## config.mk

```make
export PLATFORM = sky130hd
export DESIGN_NAME = layer_compositor
export DESIGN_NICKNAME = d
export VERILOG_FILES = /design/src/rtl/comp_pkg.sv /design/src/rtl/comp_pipe_arb.sv /design/src/rtl/comp_blend.sv /design/src/rtl/comp_datapath.sv /design/src/rtl/comp_ctrl.sv /design/src/rtl/layer_compositor.sv
export SDC_FILE = /design/constraint.sdc
export NUM_CORES = 1
export LEC_CHECK = 0
export ABC_CLOCK_PERIOD_IN_PS = 13200
export BUFFER_PORTS_ARGS = -buffer_cell sky130_fd_sc_hd__buf_2
export CELL_PAD_IN_SITES_DETAIL_PLACEMENT = 1
export CELL_PAD_IN_SITES_GLOBAL_PLACEMENT = 2
export CORE_ASPECT_RATIO = 0.8
export CORE_UTILIZATION = 41
export DETAILED_ROUTE_END_ITERATION = 8
export PLACE_DENSITY = 0.92
export SYNTH_ARGS = -nofsm -noshare
export SYNTH_HDL_FRONTEND = slang
export SYNTH_SLANG_ARGS = --single-unit
```

## constraint.sdc

```tcl
create_clock -name clk -period 13.2 [get_ports clk]
set_input_delay 1.98 -clock clk [delete_from_list [all_inputs] [get_ports clk]]
set_output_delay 1.98 -clock clk [all_outputs]
set_load 0.01 [all_outputs]
```

## src/rtl/comp_pkg.sv

```systemverilog
package comp_pkg;
  parameter int NUM_LAYERS = 4;
  parameter int PRIO_W = 2;
  parameter int CH_W = 8;
  localparam int PIX_W = 4 * CH_W;
  localparam int RGB_W = 3 * CH_W;
  localparam int NUM_PIPES = 2;

  typedef struct packed {
    logic arbEn;
    logic blendEn;
  } strobe_t;

  typedef struct packed {
    logic hit;
    logic [CH_W-1:0] alpha;
    logic [RGB_W-1:0] rgb;
  } pipe_t;
endpackage

```

## src/rtl/comp_pipe_arb.sv

```systemverilog
module comp_pipe_arb
  import comp_pkg::*;
#(
  parameter logic PIPE_ID = 1'b0
) (
  input  logic [NUM_LAYERS-1:0]        layerCover,
  input  logic [NUM_LAYERS-1:0]        layerPipe,
  input  logic [NUM_LAYERS*PRIO_W-1:0] layerPrio,
  input  logic [NUM_LAYERS-1:0]        layerHasAlpha,
  input  logic [NUM_LAYERS*PIX_W-1:0]  layerPixel,
  output pipe_t                        winner
);
  logic [PRIO_W-1:0] bestPrio;
  logic [PIX_W-1:0]  pix;

  always_comb begin
    winner = '0;
    bestPrio = '0;
    for (int i = 0; i < NUM_LAYERS; i++) begin
      pix = layerPixel[i*PIX_W +: PIX_W];
      if (layerCover[i] && (layerPipe[i] == PIPE_ID) &&
          (!winner.hit || (layerPrio[i*PRIO_W +: PRIO_W] > bestPrio))) begin
        winner.hit   = 1'b1;
        winner.rgb   = pix[RGB_W-1:0];
        winner.alpha = layerHasAlpha[i] ? pix[PIX_W-1:RGB_W] : {CH_W{1'b1}};
        bestPrio     = layerPrio[i*PRIO_W +: PRIO_W];
      end
    end
  end
endmodule

```

## src/rtl/comp_blend.sv

```systemverilog
module comp_blend
  import comp_pkg::*;
(
  input  pipe_t              topPipe,
  input  logic [RGB_W-1:0]   baseRgb,
  output logic [RGB_W-1:0]   blendRgb
);
  localparam int PROD_W = 2 * CH_W + 1;
  localparam logic [CH_W-1:0] FULL = {CH_W{1'b1}};

  logic [RGB_W-1:0] mixed;

  genvar c;
  generate
    for (c = 0; c < 3; c++) begin : g_ch
      logic [PROD_W-1:0] sumW;
      logic [PROD_W-1:0] quot;
      always_comb begin
        sumW = PROD_W'(topPipe.rgb[c*CH_W +: CH_W]) * PROD_W'(topPipe.alpha)
             + PROD_W'(baseRgb[c*CH_W +: CH_W]) * PROD_W'(FULL - topPipe.alpha)
             + PROD_W'(FULL >> 1);
        // exact floor(sumW / 255) over the reachable range
        quot = (sumW + PROD_W'(1) + (sumW >> CH_W)) >> CH_W;
        mixed[c*CH_W +: CH_W] = quot[CH_W-1:0];
      end
    end
  endgenerate

  assign blendRgb = topPipe.hit ? mixed : baseRgb;
endmodule

```

## src/rtl/comp_datapath.sv

```systemverilog
module comp_datapath
  import comp_pkg::*;
(
  input  logic                         clk,
  input  logic                         rstN,
  input  strobe_t                      strobe,
  input  logic [NUM_LAYERS-1:0]        layerCover,
  input  logic [NUM_LAYERS-1:0]        layerPipe,
  input  logic [NUM_LAYERS*PRIO_W-1:0] layerPrio,
  input  logic [NUM_LAYERS-1:0]        layerHasAlpha,
  input  logic [NUM_LAYERS*PIX_W-1:0]  layerPixel,
  input  logic [RGB_W-1:0]             bgColor,
  output logic [RGB_W-1:0]             outPixel
);
  pipe_t arbOut [NUM_PIPES];
  pipe_t pipeQ  [NUM_PIPES];
  logic [RGB_W-1:0] baseRgb;
  logic [RGB_W-1:0] blendRgb;
  logic unusedAlpha0;

  genvar p;
  generate
    for (p = 0; p < NUM_PIPES; p++) begin : g_pipe
      comp_pipe_arb #(.PIPE_ID(p[0])) u_arb (
        .layerCover(layerCover),
        .layerPipe(layerPipe),
        .layerPrio(layerPrio),
        .layerHasAlpha(layerHasAlpha),
        .layerPixel(layerPixel),
        .winner(arbOut[p])
      );
      always_ff @(posedge clk) begin
        if (!rstN) pipeQ[p] <= '0;
        else if (strobe.arbEn) pipeQ[p] <= arbOut[p];
      end
    end
  endgenerate

  assign unusedAlpha0 = ^pipeQ[0].alpha;
  assign baseRgb = pipeQ[0].hit ? pipeQ[0].rgb : bgColor;

  comp_blend u_blend (
    .topPipe(pipeQ[1]),
    .baseRgb(baseRgb),
    .blendRgb(blendRgb)
  );

  always_ff @(posedge clk) begin
    if (!rstN) outPixel <= '0;
    else if (strobe.blendEn) outPixel <= blendRgb;
  end
endmodule

```

## src/rtl/comp_ctrl.sv

```systemverilog
module comp_ctrl
  import comp_pkg::*;
(
  input  logic                  clk,
  input  logic                  rstN,
  input  logic                  inValid,
  input  logic [NUM_LAYERS-1:0] layerCover,
  input  logic [NUM_LAYERS-1:0] layerPipe,
  input  logic [NUM_LAYERS-1:0] layerHasAlpha,
  input  logic                  bgWrEn,
  input  logic [RGB_W-1:0]      bgColorIn,
  output strobe_t               strobe,
  output logic [RGB_W-1:0]      bgColor,
  output logic                  outValid,
  output logic                  cfgError
);
  localparam int CNT_W = $clog2(NUM_LAYERS + 1);

  logic [1:0] validQ;
  logic [1:0] errQ;
  logic [NUM_LAYERS-1:0] alphaAct;
  logic [CNT_W-1:0] alphaCnt;
  logic errNow;

  always_comb begin
    alphaAct = layerCover & layerHasAlpha;
    alphaCnt = '0;
    for (int i = 0; i < NUM_LAYERS; i++) alphaCnt = alphaCnt + CNT_W'(alphaAct[i]);
    errNow = (alphaCnt > CNT_W'(1)) || (|(alphaAct & ~layerPipe));
  end

  always_ff @(posedge clk) begin
    if (!rstN) begin
      validQ  <= '0;
      errQ    <= '0;
      bgColor <= '0;
    end else begin
      validQ <= {validQ[0], inValid};
      errQ   <= {validQ[0] & errQ[0], inValid & errNow};
      if (bgWrEn) bgColor <= bgColorIn;
    end
  end

  assign strobe.arbEn   = inValid;
  assign strobe.blendEn = validQ[0];
  assign outValid = validQ[1];
  assign cfgError = errQ[1];
endmodule

```

## src/rtl/layer_compositor.sv

```systemverilog
module layer_compositor
  import comp_pkg::*;
(
  input  logic                         clk,
  input  logic                         rstN,
  input  logic                         inValid,
  input  logic [NUM_LAYERS-1:0]        layerCover,
  input  logic [NUM_LAYERS-1:0]        layerPipe,
  input  logic [NUM_LAYERS*PRIO_W-1:0] layerPrio,
  input  logic [NUM_LAYERS-1:0]        layerHasAlpha,
  input  logic [NUM_LAYERS*PIX_W-1:0]  layerPixel,
  input  logic                         bgWrEn,
  input  logic [RGB_W-1:0]             bgColorIn,
  output logic                         outValid,
  output logic [RGB_W-1:0]             outPixel,
  output logic                         cfgError
);
  strobe_t strobe;
  logic [RGB_W-1:0] bgColor;

  comp_ctrl u_ctrl (
    .clk(clk), .rstN(rstN), .inValid(inValid),
    .layerCover(layerCover), .layerPipe(layerPipe), .layerHasAlpha(layerHasAlpha),
    .bgWrEn(bgWrEn), .bgColorIn(bgColorIn),
    .strobe(strobe), .bgColor(bgColor), .outValid(outValid), .cfgError(cfgError)
  );

  comp_datapath u_dp (
    .clk(clk), .rstN(rstN), .strobe(strobe),
    .layerCover(layerCover), .layerPipe(layerPipe), .layerPrio(layerPrio),
    .layerHasAlpha(layerHasAlpha), .layerPixel(layerPixel),
    .bgColor(bgColor), .outPixel(outPixel)
  );
endmodule

```

==> out/qor.csv <==
metric,value,unit
Die Y,206,um
I/O pins,202,
# port buffers,201,
worst hold start,u_ctrl.validQ[0]$_SDFF_PN0_,
slack of the worst reg-to-reg path,3.83,ns
layout cells sized above 1,13.3,%
Synth async-reset ratio,0,%
Synth area leaders,"fa_1 29%, ha_1 13%, edfxtp_1 8.2%",
Reg-to-Reg Start,u_dp.pipeQ[0][32]$_SDFFCE_PN0P_,
CTS Root Cell,clkbuf_16,
CTS H-Tree Depth,3,
Worst-Skew Late Latency,0.41,ns
post-DP HPWL,57.2,mm
sequential element share of the synthesized area,13.1,%
core area,51100,um^2
syn avg cell area,8.55,um^2
final antenna-violating net count,0,
Rows,74,
Synth top area share,29.4,%
slew at the pin closest to its max-slew limit,1.22,ns
worst hold path type,register to register,
clk buf depth,2,
final period utilization,71.0,%
total gr overflow,0,
max-slew violation count,0,
Clock transition at path regs,0.09,ns
critical path endpoint category,register,
library cells used by synthesis,73,
Post-Syn Nets,3190,
maxcap violations,0,
global-route wire length before repair,112,mm
Reg2Reg Depth,27,
min Tclk post-route,9.37,ns
CP arrival,9.70,ns
Die X,257,um
capturing point of the worst reg2reg path,u_dp.outPixel[3]$_SDFFE_PN0P_,
setup violators final,0,
number of global-route vias before repair,19900,
Main synth FF type,edfxtp_1,
die area,52800,um^2
number of synthesized flops with an enable pin,58,
"Largest stage delay, worst path",0.99,ns
largest net degree at the start of global routing,61,
GR Util All Layers,27.5,%
CTS tree,done,
# DRC,0,
Worst setup SP type,register,
WS Path Type,register to register,
gp weighted congestion,0.932,
"critical path fanouts, max",25,
post-cts sizing count,0,
nets@finish,3314,
vias per inst,5.52,
family with the most delay on the worst path,adder cells,
postcts setup bufs,0,
CP dominant cell by count,fa_1,
Hold EP,u_ctrl.errQ[1]$_SDFF_PN0_,
mapped cell area,21300,um^2
outcome,finished clean,
Hold Fails Final Rpt,0,
Hold Slack,0.507,ns
initial antenna violation count,10,
DR iter-0 viols,1087,
Worst Path Buf+Inv,6,
YS warnings,0,
cts bufs inserted,9,
hold buffer count at CTS,0,
Rel. slew slack,17.9,%
initial core utilization,41.6,%
via count,18200,
total detailed-routing wirelength,71.2,mm
post-synth top area cell,fa_1,
Worst Path Required,13.54,ns
Max Clk Rate,107,MHz
RSZ-0062 raised after global routing,no,
number of synthesized register bits,110,
Wirelength per Cell,21.5,um
Hold Crit Depth,1,
Clock Skew,0.0135,ns
DRT Pass-1 Iters,7,
synth-to-layout area growth,9.26,%
Worst path slowest cell,mux2i_1,
CTS Sinks,110,
setup TNS,0,ns
Cells after Synth,2486,
==> flip-flops by register name, summed over array words and instances, names as in the netlist <==
register and flops:
u_ctrl.bgColor 24, u_ctrl.errQ 2, u_ctrl.validQ 2, u_dp.outPixel 24, u_dp.pipeQ 58
==> logic make-up (layout without fill, tap and decap cells) <==
logic type,Yosys count,count (layout),synth area share (%)
xor gates and xnor gates,44,44,1.95
DFF,110,110,13.1
and+or+nand+nor,836,836,18.8
buffers and inverters,525,654,9.29
muxes,57,57,2.71
adders and majority gates,529,529,42.1
other,0,7,0
AOI/OAI and AO/OA,385,385,12.0
==> Yosys cell counts, drive strengths merged, types with 58 or more instances <==
library cell / count
nor2: 282
nand2: 203
or2: 87
clkbuf: 103
a21oi: 118
edfxtp: 58
fa: 312
o21ai: 68
inv: 409
ha: 216
and2: 104
==> layout by cell type (no fill, tap or decap), types with 7 or more instances in the layout <==
cell type,n
nand2b_1,13
nand3b_1,8
xor2_1,7
nor2b_1,35
mux2i_1,52
a31oi_1,19
a21o_1,12
o2bb2ai_1,15
a311oi_1,25
fa_1,312
a21oi_1,116
nand2_1,202
buf_2,201
o221ai_1,11
o21a_1,16
o211ai_1,14
dfxtp_1,52
nor3b_1,10
and2_1,104
ha_1,216
xnor2_1,35
nor3_1,21
edfxtp_1,58
nand3_1,41
diode_2,7
nor2_1,280
clkbuf_16,9
o21ai_1,36
inv_1,409
a211oi_1,34
buf_4,28
or2_2,83
o21ai_0,32
==> per-layer routing <==
metal  share of wire (%)  global-route usage (%)  wire length [um]
met5                0.13                       0                90
met4                 3.1                    9.14              2200
met3                 7.3                    6.36              5230
met2                  45                    44.1             32000
met1                  45                    36.6             31700
==> stage by stage <==
stage	instances	setup slack, ns	util [%]	instance area (um^2)
final	3306	3.83	45.4	23200
after floorplan	2486	4.54	-	21300
after detailed placement	3283	3.98	44.9	22900
after CTS	3299	3.95	45.4	23200
after global routing	3299	3.35	45.4	23200
after global placement	3283	4.28	44.9	22900
==> worst register-to-register path: stages, from the launching register on <==
cell,delay [ns]
edfxtp_1,0.33
buf_4,0.45
mux2i_1,1.01
nor2_1,0.16
fa_1,0.55
fa_1,0.49
inv_1,0.05
fa_1,0.45
fa_1,0.50
inv_1,0.05
fa_1,0.47
inv_1,0.05
fa_1,0.48
inv_1,0.04
ha_1,0.38
and3_1,0.28
a31o_2,0.26
o31ai_1,0.96
a21oi_1,0.19
xnor2_1,0.42
inv_1,0.12
ha_1,0.37
o21a_1,0.15
nor2_1,0.06
nor2b_1,0.23
nand3_2,0.22
or4_1,0.47
nand3_1,0.10
==> worst max path at each step <==
stage,to,cells past startpoint,startpoint,slack (ns)
floorplan,u_dp.outPixel[22]$_SDFFE_PN0P_,30,u_dp.pipeQ[0][32]$_SDFFCE_PN0P_,4.54
global placement,u_dp.outPixel[5]$_SDFFE_PN0P_,27,u_dp.pipeQ[0][32]$_SDFFCE_PN0P_,4.28
global route,u_dp.outPixel[2]$_SDFFE_PN0P_,28,u_dp.pipeQ[0][32]$_SDFFCE_PN0P_,3.35
finish,u_dp.outPixel[3]$_SDFFE_PN0P_,27,u_dp.pipeQ[0][32]$_SDFFCE_PN0P_,3.83
detailed placement,u_dp.outPixel[22]$_SDFFE_PN0P_,29,u_dp.pipeQ[0][32]$_SDFFCE_PN0P_,3.98
CTS,u_dp.outPixel[22]$_SDFFE_PN0P_,29,u_dp.pipeQ[0][32]$_SDFFCE_PN0P_,3.95
==> layout make-up <==
cell class                      count  area [um^2]
Timing Repair Buffer              229         1220
Tap cell                          684          856
Clock buffer                       10          229
Fill cell                        6138        27900
Multi-Input combinational cell   1851        16500
Sequential cell                   110         2780
Antenna cell                        7         17.5
Inverter                          409         1540
Clock inverter                      6         53.8
Power is left out: the tool's default activity adds up to more than one toggle a clock period on the data nets, which glitch-free logic cannot reach.
